`src/rtl/lfe_pkg.sv`:
```
package lfe_pkg;

    localparam int WORD_W = 32;
    localparam int CODE_W = 4;
    localparam int REQ_W  = 2 * CODE_W;

    typedef enum logic [CODE_W-1:0] {
        OP_COPY  = 4'd0,
        OP_ADD   = 4'd1,
        OP_SUB   = 4'd2,
        OP_ADC   = 4'd3,
        OP_SBB   = 4'd4,
        OP_LOGIC = 4'd5,
        OP_MUL   = 4'd6,
        OP_MULL  = 4'd7
    } op_e;

    typedef enum logic [CODE_W-1:0] {
        CC_EQ = 4'd0,  CC_NE = 4'd1,  CC_HS = 4'd2,  CC_LO = 4'd3,
        CC_MI = 4'd4,  CC_PL = 4'd5,  CC_VS = 4'd6,  CC_VC = 4'd7,
        CC_HI = 4'd8,  CC_LS = 4'd9,  CC_GE = 4'd10, CC_LT = 4'd11,
        CC_GT = 4'd12, CC_LE = 4'd13, CC_AL = 4'd14, CC_NV = 4'd15
    } cond_e;

    typedef struct packed {
        logic n;
        logic z;
        logic c;
        logic v;
    } flags_t;

    localparam flags_t FLAGS_ZERO = '{n: 1'b0, z: 1'b0, c: 1'b0, v: 1'b0};

    function automatic logic is_arith(input logic [CODE_W-1:0] op);
        return (op == OP_ADD) || (op == OP_SUB) || (op == OP_ADC) || (op == OP_SBB);
    endfunction

endpackage

```
`src/rtl/lfe_arith.sv`:
```
module lfe_arith
    import lfe_pkg::*;
#(
    parameter int W = WORD_W
) (
    input  logic [CODE_W-1:0] op,
    input  logic [W-1:0]      lhs,
    input  logic [W-1:0]      rhs,
    input  logic              old_c,
    output flags_t            fl
);
    localparam int EW = W + 1;

    logic          invert;
    logic          cin;
    logic [W-1:0]  rhs_eff;
    logic [EW-1:0] sum_ext;
    logic [W-1:0]  res;

    always_comb begin
        invert  = (op == OP_SUB) || (op == OP_SBB);
        unique case (op)
            OP_SUB:         cin = 1'b1;
            OP_ADC, OP_SBB: cin = old_c;
            default:        cin = 1'b0;
        endcase
        rhs_eff = invert ? ~rhs : rhs;
        sum_ext = {1'b0, lhs} + {1'b0, rhs_eff} + {{W{1'b0}}, cin};
        res     = sum_ext[W-1:0];
        fl.n    = res[W-1];
        fl.z    = (res == '0);
        fl.c    = sum_ext[W];
        fl.v    = (lhs[W-1] == rhs_eff[W-1]) && (res[W-1] != lhs[W-1]);
    end

endmodule

```
`src/rtl/lfe_misc.sv`:
```
module lfe_misc
    import lfe_pkg::*;
#(
    parameter int W = WORD_W
) (
    input  logic [CODE_W-1:0] op,
    input  logic [W-1:0]      word_a,
    input  logic [W-1:0]      word_b,
    input  logic [1:0]        kept_cv,
    output flags_t            fl
);
    localparam int TOP = W - 1;

    logic lo_zero;
    logic hi_zero;

    always_comb begin
        lo_zero = (word_a == '0);
        hi_zero = (word_b == '0);
        fl      = FLAGS_ZERO;
        unique case (op)
            OP_COPY: begin
                fl.n = word_a[TOP];
                fl.z = word_a[TOP-1];
                fl.c = word_a[TOP-2];
                fl.v = word_a[TOP-3];
            end
            OP_LOGIC: begin
                fl.n = word_a[TOP];
                fl.z = lo_zero;
                fl.c = word_b[0];
                fl.v = kept_cv[0];
            end
            OP_MUL: begin
                fl.n = word_a[TOP];
                fl.z = lo_zero;
                fl.c = kept_cv[1];
                fl.v = kept_cv[0];
            end
            OP_MULL: begin
                fl.n = word_b[TOP];
                fl.z = lo_zero && hi_zero;
                fl.c = kept_cv[1];
                fl.v = kept_cv[0];
            end
            default: fl = FLAGS_ZERO;
        endcase
    end

endmodule

```
`src/rtl/lfe_cond.sv`:
```
module lfe_cond
    import lfe_pkg::*;
(
    input  logic [CODE_W-1:0] cond,
    input  flags_t            fl,
    output logic              hit
);
    logic base;
    logic nv_eq;

    // Even codes hold the base test; the odd code above each one inverts it.
    // The final pair (always/never) fits the same scheme with base = 1.
    always_comb begin
        nv_eq = (fl.n == fl.v);
        unique case (cond[3:1])
            3'd0:    base = fl.z;
            3'd1:    base = fl.c;
            3'd2:    base = fl.n;
            3'd3:    base = fl.v;
            3'd4:    base = fl.c && !fl.z;
            3'd5:    base = nv_eq;
            3'd6:    base = !fl.z && nv_eq;
            default: base = 1'b1;
        endcase
        hit = cond[0] ? !base : base;
    end

    always_comb begin

        always_true_chk: assert (!(cond == CC_AL) || hit);

        never_true_chk: assert (!(cond == CC_NV) || !hit);
    end

endmodule

```
`src/rtl/lazy_flag_eval.sv`:
```
module lazy_flag_eval
    import lfe_pkg::*;
#(
    parameter int W = WORD_W
) (
    input  logic [REQ_W-1:0] req_sel,
    input  logic [W-1:0]     dep_a,
    input  logic [W-1:0]     dep_b,
    input  logic [W-1:0]     dep_c,
    output logic [W-1:0]     nzcv_word,
    output logic [W-1:0]     carry_word,
    output logic [W-1:0]     ovf_word,
    output logic             cond_hit
);
    localparam int FLAG_N = 4;

    logic [CODE_W-1:0] op_code;
    logic [CODE_W-1:0] cond_code;
    logic              op_known;
    flags_t            fl_arith;
    flags_t            fl_misc;
    flags_t            fl_sel;
    logic              unused_hi;

    assign op_code   = req_sel[CODE_W-1:0];
    assign cond_code = req_sel[REQ_W-1:CODE_W];
    assign op_known  = (op_code[CODE_W-1] == 1'b0);
    assign unused_hi = ^dep_c[W-1:2];

    lfe_arith #(.W(W)) u_arith (
        .op    (op_code),
        .lhs   (dep_a),
        .rhs   (dep_b),
        .old_c (dep_c[0]),
        .fl    (fl_arith)
    );

    lfe_misc #(.W(W)) u_misc (
        .op      (op_code),
        .word_a  (dep_a),
        .word_b  (dep_b),
        .kept_cv (dep_c[1:0]),
        .fl      (fl_misc)
    );

    always_comb begin
        if (!op_known)
            fl_sel = FLAGS_ZERO;
        else if (is_arith(op_code))
            fl_sel = fl_arith;
        else
            fl_sel = fl_misc;
    end

    lfe_cond u_cond (
        .cond (cond_code),
        .fl   (fl_sel),
        .hit  (cond_hit)
    );

    assign nzcv_word  = {fl_sel, {(W-FLAG_N){1'b0}}};
    assign carry_word = {{(W-1){1'b0}}, fl_sel.c};
    assign ovf_word   = {{(W-1){1'b0}}, fl_sel.v};

    always_comb begin

        undef_zero_chk: assert (op_known || nzcv_word == '0);

        copy_pass_chk: assert (!(op_code == OP_COPY) || nzcv_word[W-1:W-FLAG_N] == dep_a[W-1:W-FLAG_N]);

        logic_cv_chk: assert (!(op_code == OP_LOGIC) || (carry_word[0] == dep_b[0] && ovf_word[0] == dep_c[0]));

        mul_keep_chk: assert (!(op_code == OP_MUL || op_code == OP_MULL) || (carry_word[0] == dep_c[1] && ovf_word[0] == dep_c[0]));

        split_match_chk: assert (carry_word[0] == nzcv_word[W-3] && ovf_word[0] == nzcv_word[W-4]);
    end

endmodule

```
`config.mk`:
```
export PLATFORM = sky130hd
export DESIGN_NAME = lazy_flag_eval
export DESIGN_NICKNAME = d
export VERILOG_FILES = /design/src/rtl/lfe_pkg.sv /design/src/rtl/lfe_arith.sv /design/src/rtl/lfe_misc.sv /design/src/rtl/lfe_cond.sv /design/src/rtl/lazy_flag_eval.sv
export SDC_FILE = /design/constraint.sdc
export NUM_CORES = 1
export LEC_CHECK = 0
export CAP_MARGIN = 20
export CORE_ASPECT_RATIO = 1.75
export CORE_MARGIN = 2
export CORE_UTILIZATION = 23
export DETAILED_ROUTE_END_ITERATION = 12
export GPL_TIMING_DRIVEN = 0
export PLACE_DENSITY = 0.57
export REMOVE_ABC_BUFFERS = 1
export SLEW_MARGIN = 20
export SYNTH_ARGS = -nofsm -noshare
export SYNTH_HDL_FRONTEND = slang
export SYNTH_SLANG_ARGS = --single-unit
```
`constraint.sdc`:
```
create_clock -name vclk -period 8.05
set_input_delay 1.61 -clock vclk [all_inputs]
set_output_delay 1.61 -clock vclk [all_outputs]
set_load 0.01 [all_outputs]
```
# Word-level counts from Yosys, hierarchy flattened
# Cells that the tools add are included.
# op_classes
order_cmp,0
n_eq_ne,16
addsub,2
n_div,0
shift,0
bitwise,1
mux,7
multipliers,0
n_reduce_logical,16
# ops
operator,count
logical NOT 32 bit,3
adder 32 x 32 -> 33 bit,1
adder 33 x 1 -> 33 bit,1
two-way mux 32 bit,1
NOT 32 bit,1
equality test 4 x 3 -> 1 bit (second input constant),4
one-hot mux 4 bit (4 select lines),1
equality test 3 bit (second input constant),3
equality test 4 x 2 -> 1 bit (second input constant),2
two-way mux 4 bit,2
one-hot mux 1 bit (7 select lines),1
equality test 3 x 2 -> 1 bit (second input constant),2
equality test 4 x 1 -> 1 bit (second input constant),1
logical AND 1 bit,4
logical NOT 4 bit,1
logical OR 1 bit,4
equality test 3 x 1 -> 1 bit (second input constant),1
logical NOT 3 bit,1
equality test 1 bit,2
logical NOT 1 bit,2
one-hot mux 1 bit (2 select lines),1
OR reduction 2 bit,1
two-way mux 1 bit,1
!= test 1 bit,1
# word_totals
rom_bits,0
mem_count,0
ramBits,0
input_bits,104
reg_bits,0
latch_bits,0

# Longest topological paths before layout
# logic_depth
ltp_word,14
ltp_mapped,21
depth_no_buf,20

# Hierarchy
# Synthesis repeated with hierarchy kept, for this count alone.
# unflattened
cells_unflattened,520
area_unflattened_um2,3646.0
# by_module_without_submodules
mod,area_each_um2,cells_per_inst,instances,seq_area_each_um2
lfe_arith,2383.5,351,1,0.0
lazy_flag_eval,807.0,107,1,0.0
lfe_misc,366.6,52,1,0.0
lfe_cond,88.8,10,1,0.0

# Worst setup path before layout
# No wires, ideal clock.
# synth_path
path_type,input-to-output
startpoint,input port req_sel[2]
endpoint,output port cond_hit
stages,19
n_path_buf,2
arrival_ns,5.758
setup_slack_ns,0.682
cell_sequence,clkbuf_1 nor2b_1 o21ai_1 clkbuf_1 xnor2_1 fa_1 inv_1 fa_1 nand2b_1 a21oi_1 o21ai_0 a21boi_0 o21ai_0 a2111oi_0 nand4_1 nor4_2 and4bb_1 nor3_2 xnor2_1
# synth_via
elab_chain_cells,14
word_cells_on_any_way,31
# synth_lines
item,line_no,rtl
"start, declared",lazy_flag_eval.sv:6,"input logic [REQ_W-1:0] req_sel,"
"parallel branches: the longest is 7 deep, another holds adder 32 x 32 -> 33 bit",-,
two-way mux 4 bit *,lazy_flag_eval.sv:49,else if (is_arith(op_code))
two-way mux 4 bit *,lazy_flag_eval.sv:47,if (!op_known)
equality test 1 bit,lfe_cond.sv:14,nv_eq = (fl.n == fl.v);
logical AND 1 bit,lfe_cond.sv:22,3'd6: base = !fl.z && nv_eq;
one-hot mux 1 bit (7 select lines) *,lfe_cond.sv:15,unique case (cond[3:1])
logical NOT 1 bit,lfe_cond.sv:25,hit = cond[0] ? !base : base;
two-way mux 1 bit *,lfe_cond.sv:25,
"end, declared",lazy_flag_eval.sv:13,output logic cond_hit
# Every way passes the cells marked *.

# Worst setup path after layout
# layout_path
startpoint,input port req_sel[0]
endpoint,output port nzcv_word[30]
# layout_via
elab_chain_cells,8
word_cells_on_any_way,21
# layout_lines
item,line_no,rtl
equality test 4 x 2 -> 1 bit / equality test 4 x 3 -> 1 bit (equally long branches),"lfe_pkg.sv:35, lfe_arith.sv:21, lfe_arith.sv:22",
logical OR 1 bit,lfe_arith.sv:21,invert = (op == OP_SUB) || (op == OP_SBB);
two-way mux 32 bit,lfe_arith.sv:27,rhs_eff = invert ? ~rhs : rhs;
adder 32 x 32 -> 33 bit,lfe_arith.sv:28,"sum_ext = {1'b0, lhs} + {1'b0, rhs_eff} + {{W{1'b0}}, cin};"
adder 33 x 1 -> 33 bit,lfe_arith.sv:28,
logical NOT 32 bit,lfe_arith.sv:31,fl.z = (res == '0);
two-way mux 4 bit *,lazy_flag_eval.sv:49,
two-way mux 4 bit *,lazy_flag_eval.sv:47,
"end, declared",lazy_flag_eval.sv:10,"output logic [W-1:0] nzcv_word,"
# Mark *: on every way between the ends. The rest lies on a longest branch, timed or not.

==> results by group <==
Outcome
  – Status: complete, no violations

Power and ir drop
  – Seq pwr share: 0%
  – Sw power: ~0.22 mW
  – Int Power: roughly 0.16 mW
  – Clk pwr share: 0%
  – Static Leak: between 1.5 and 2 nW
  – Comb pwr share: 100.0%
  – Pwr Total: 0.382 mW
  – Sw Ratio: 58.3%
  – Pwr/cell area: about 83 mW/mm^2
  – Peak supply drop: about 0.036 mV

Yosys
  – Sequential share of the synthesized area: 0%
  – Syn Area/Cell: ~6.9 sq um
  – Mux contribution to synthesized area: under 10%
  – Mapped Area: about 0.0038 sq mm
  – Syn Inst Count: between 500 and 600
  – Yosys warning count: 0
  – Compound-Gate Fraction of Synth Area: about 27%
  – Simple-gate area share of the yosys netlist: a little over a quarter
  – Distinct cells, synth: 75
  – XOR/XNOR Fraction of Synth Area: ~11%
  – Largest family of logic cells by synthesized area: compound AO/OA/AOI/OAI gates
  – Post-synthesis adder-cell area fraction: 11.1%

Timing
  – Hold Slack: about 3900 ps
  – Final Critical Period: 7600 ps
  – Relative slew slack: 56.0%
  – Period utilization: between 90% and 100%
  – Fin. Hold Viols: 0
  – Fin. max-slew vios: 0
  – Setup total negative slack: 0 ps
  – Worst-margin pin slew: approximately 650 ps
  – Final setup fails: 0
  – Achievable frequency: approximately 130 MHz
  – RSZ-0062 raised after global routing: false

Cells and area
  – Number of diodes: 0
  – Clkbuf count: 0
  – Flip-flop and latch count: 0
  – Area grow syn2layout: 19.8%
  – FF+latch area: 0 sq um
  – Final #Nets: about 760
  – Fin util: 28.1%
  – Fin area: about 0.0046 sq mm
  – Share of post-route cells with drive strength above 1: 6.66%

Worst setup path
  – CP max FO: 20
  – Worst EP required: between 6000 and 7000 ps
  – Critical path launch point type: input port
  – Crit Path Class: input port to output pin
  – CP endpoint kind: output pin
  – CP arrival: between 5000 and 6000 ps

Detailed routing
  – Routed len/inst: around 14 um
  – Via density: roughly 4.8
  – Initial drt markers: between 100 and 150
  – DRC violations left: 0
  – Via count: between 4000 and 5000
  – Initial DRT Pass Iterations: 4
  – Final wirelength: around 12 mm
  – ANT nets after route: 0

Placed design
  – PortBufs: 81
  – Placer Congestion: 0.917
  – Dpl hpwl: ~11 mm
  – Placed inst area: approximately 0.0045 sq mm

GRT
  – Vias in the first global route: 3811
  – First-pass GRT wire length: about 19 mm
  – Largest net degree at the start of global routing: 21
  – Gr usage total: a little over an eighth
  – GR Overflow Total: 0
  – Initial antenna violation count: 0

Floorplan
  – Die span in x: 102 um
  – Starting Density: a little under a quarter
  – Die area: between 0.015 and 0.02 sq mm
  – Core area: around 0.016 sq mm
  – I/O Pins: about 200
  – Row count: 62
  – DIE HEIGHT: between 150 and 200 um

Clocking
  – Hold buffer count at CTS: 0

Worst hold path
  – Hold Path Class: input port to output pin

Job
  – Max cap viols: 0
==> repair_timing <==
| action | 4_1_cts | 5_1_grt |
|---|---|---|
| buffers inserted | 1 | 3 |
| setup endpoints to repair | 4 | 2 |
| pin swaps | 1 | 9 |
| gates resized for setup | 19 | 14 |
| gates cloned | 0 | 0 |
==> cell families (layout without fill, tap and decap cells) <==
group	Yosys count	count (layout)
muxes	5	5
buffers and inverters	132	102
xor gates and xnor gates	50	50
other	1	90
and+or+nand+nor	181	181
adders and majority gates	33	33
AOI/OAI and AO/OA	155	155
==> critical path: stages <==
cell and delay, ps:
dlygate4sd2_1 350, nor2_2 190, o21ai_4 110, buf_16 180
xnor2_2 150, fa_1 410, inv_1 80, fa_2 230
nand2b_1 160, a21oi_4 90, buf_12 140, o31ai_4 270
nand2b_1 160, xor2_1 170, a2111oi_2 280, nand4_1 230
nor4_4 350, nand2_1 90, a21oi_1 170, clkdlybuf4s50_1 560
==> area by class of cell <==
| cell class | count | area, sq um |
|---|---|---|
| well taps | 224 | 280 |
| repair buffers | 86 | 870 |
| multi-input cells | 514 | 3390 |
| fillers | 1824 | 11800 |
| inverters | 16 | 60.1 |
==> cells in the mapped netlist, types with 5 or more instances <==
| cell type | number | area [sq um] |
|---|---|---|
| nor4_1 | 21 | 131 |
| ha_1 | 31 | 388 |
| a211oi_1 | 8 | 60.1 |
| xor2_1 | 9 | 78.8 |
| o211ai_1 | 12 | 90.1 |
| and2_1 | 5 | 31.3 |
| nand3_1 | 5 | 25.0 |
| o21ai_0 | 26 | 130 |
| nor3_1 | 7 | 35.0 |
| xnor2_1 | 41 | 359 |
| nor2_1 | 34 | 128 |
| a21o_1 | 14 | 105 |
| or3_1 | 7 | 43.8 |
| buf_4 | 94 | 706 |
| inv_1 | 16 | 60.1 |
| clkbuf_1 | 14 | 52.6 |
| a21oi_1 | 42 | 210 |
| nor2b_1 | 6 | 37.5 |
| a31oi_1 | 7 | 43.8 |
| nand2_1 | 44 | 165 |
| nand4_1 | 16 | 100 |
==> metal layers <==
| layer | vias up | part of all wire, % | global-route usage [%] |
|---|---|---|---|
| li1 | 1990 | - | - |
| met1 | 1797 | 38 | 14.8 |
| met2 | 196 | 51 | 24.9 |
| met3 | 30 | 6.8 | 1.04 |
| met4 | 0 | 3.9 | 4.22 |
| met5 | - | 0 | 0 |
==> power groups by stage <==
stage / logic (mW) / clock network (mW) / registers, mW
3_5_place_dp: 0.365 / 0 / 0
4_1_cts: 0.375 / 0 / 0
6_report: 0.382 / 0 / 0
2_1_floorplan: 0.247 / 0 / 0
3_3_place_gp: 0.363 / 0 / 0
5_1_grt: 0.421 / 0 / 0
==> per-stage QoR <==
stage | setup slack [ps] | cells
after global placement | -3150 | 835
after detailed placement | -1130 | 836
final | 448 | 840
after CTS | 36.0 | 837
after floorplan | -472 | 530
after global routing | 172 | 840
==> path summary, 6_finish.rpt <==
kind       endpoint  startpoint  cells after the start  slack, ps
max   nzcv_word[30]  req_sel[0]                     20        450
min        cond_hit  req_sel[4]                      3       3920
==> cells in the final DEF, fill, tap and decap left out, drive strengths merged, types with 6 or more instances in the layout <==
| master | Yosys | layout |
|---|---|---|
| o211ai | 12 | 12 |
| nor2b | 6 | 6 |
| xor2 | 9 | 9 |
| ha | 31 | 31 |
| inv | 16 | 16 |
| a21oi | 44 | 44 |
| clkdlybuf4s50 | 0 | 75 |
| nor4 | 22 | 22 |
| nor2 | 34 | 34 |
| nand4 | 16 | 16 |
| and2 | 6 | 6 |
| a21o | 14 | 14 |
| o21ai | 30 | 30 |
| nor3 | 9 | 9 |
| nand3 | 6 | 6 |
| or3 | 7 | 7 |
| buf | 100 | 6 |
| a31oi | 7 | 7 |
| and3 | 6 | 6 |
| xnor2 | 41 | 41 |
| conb | 1 | 90 |
| a211oi | 9 | 9 |
| nand2 | 44 | 44 |
Note: power is estimated with default switching activity, not from simulation.
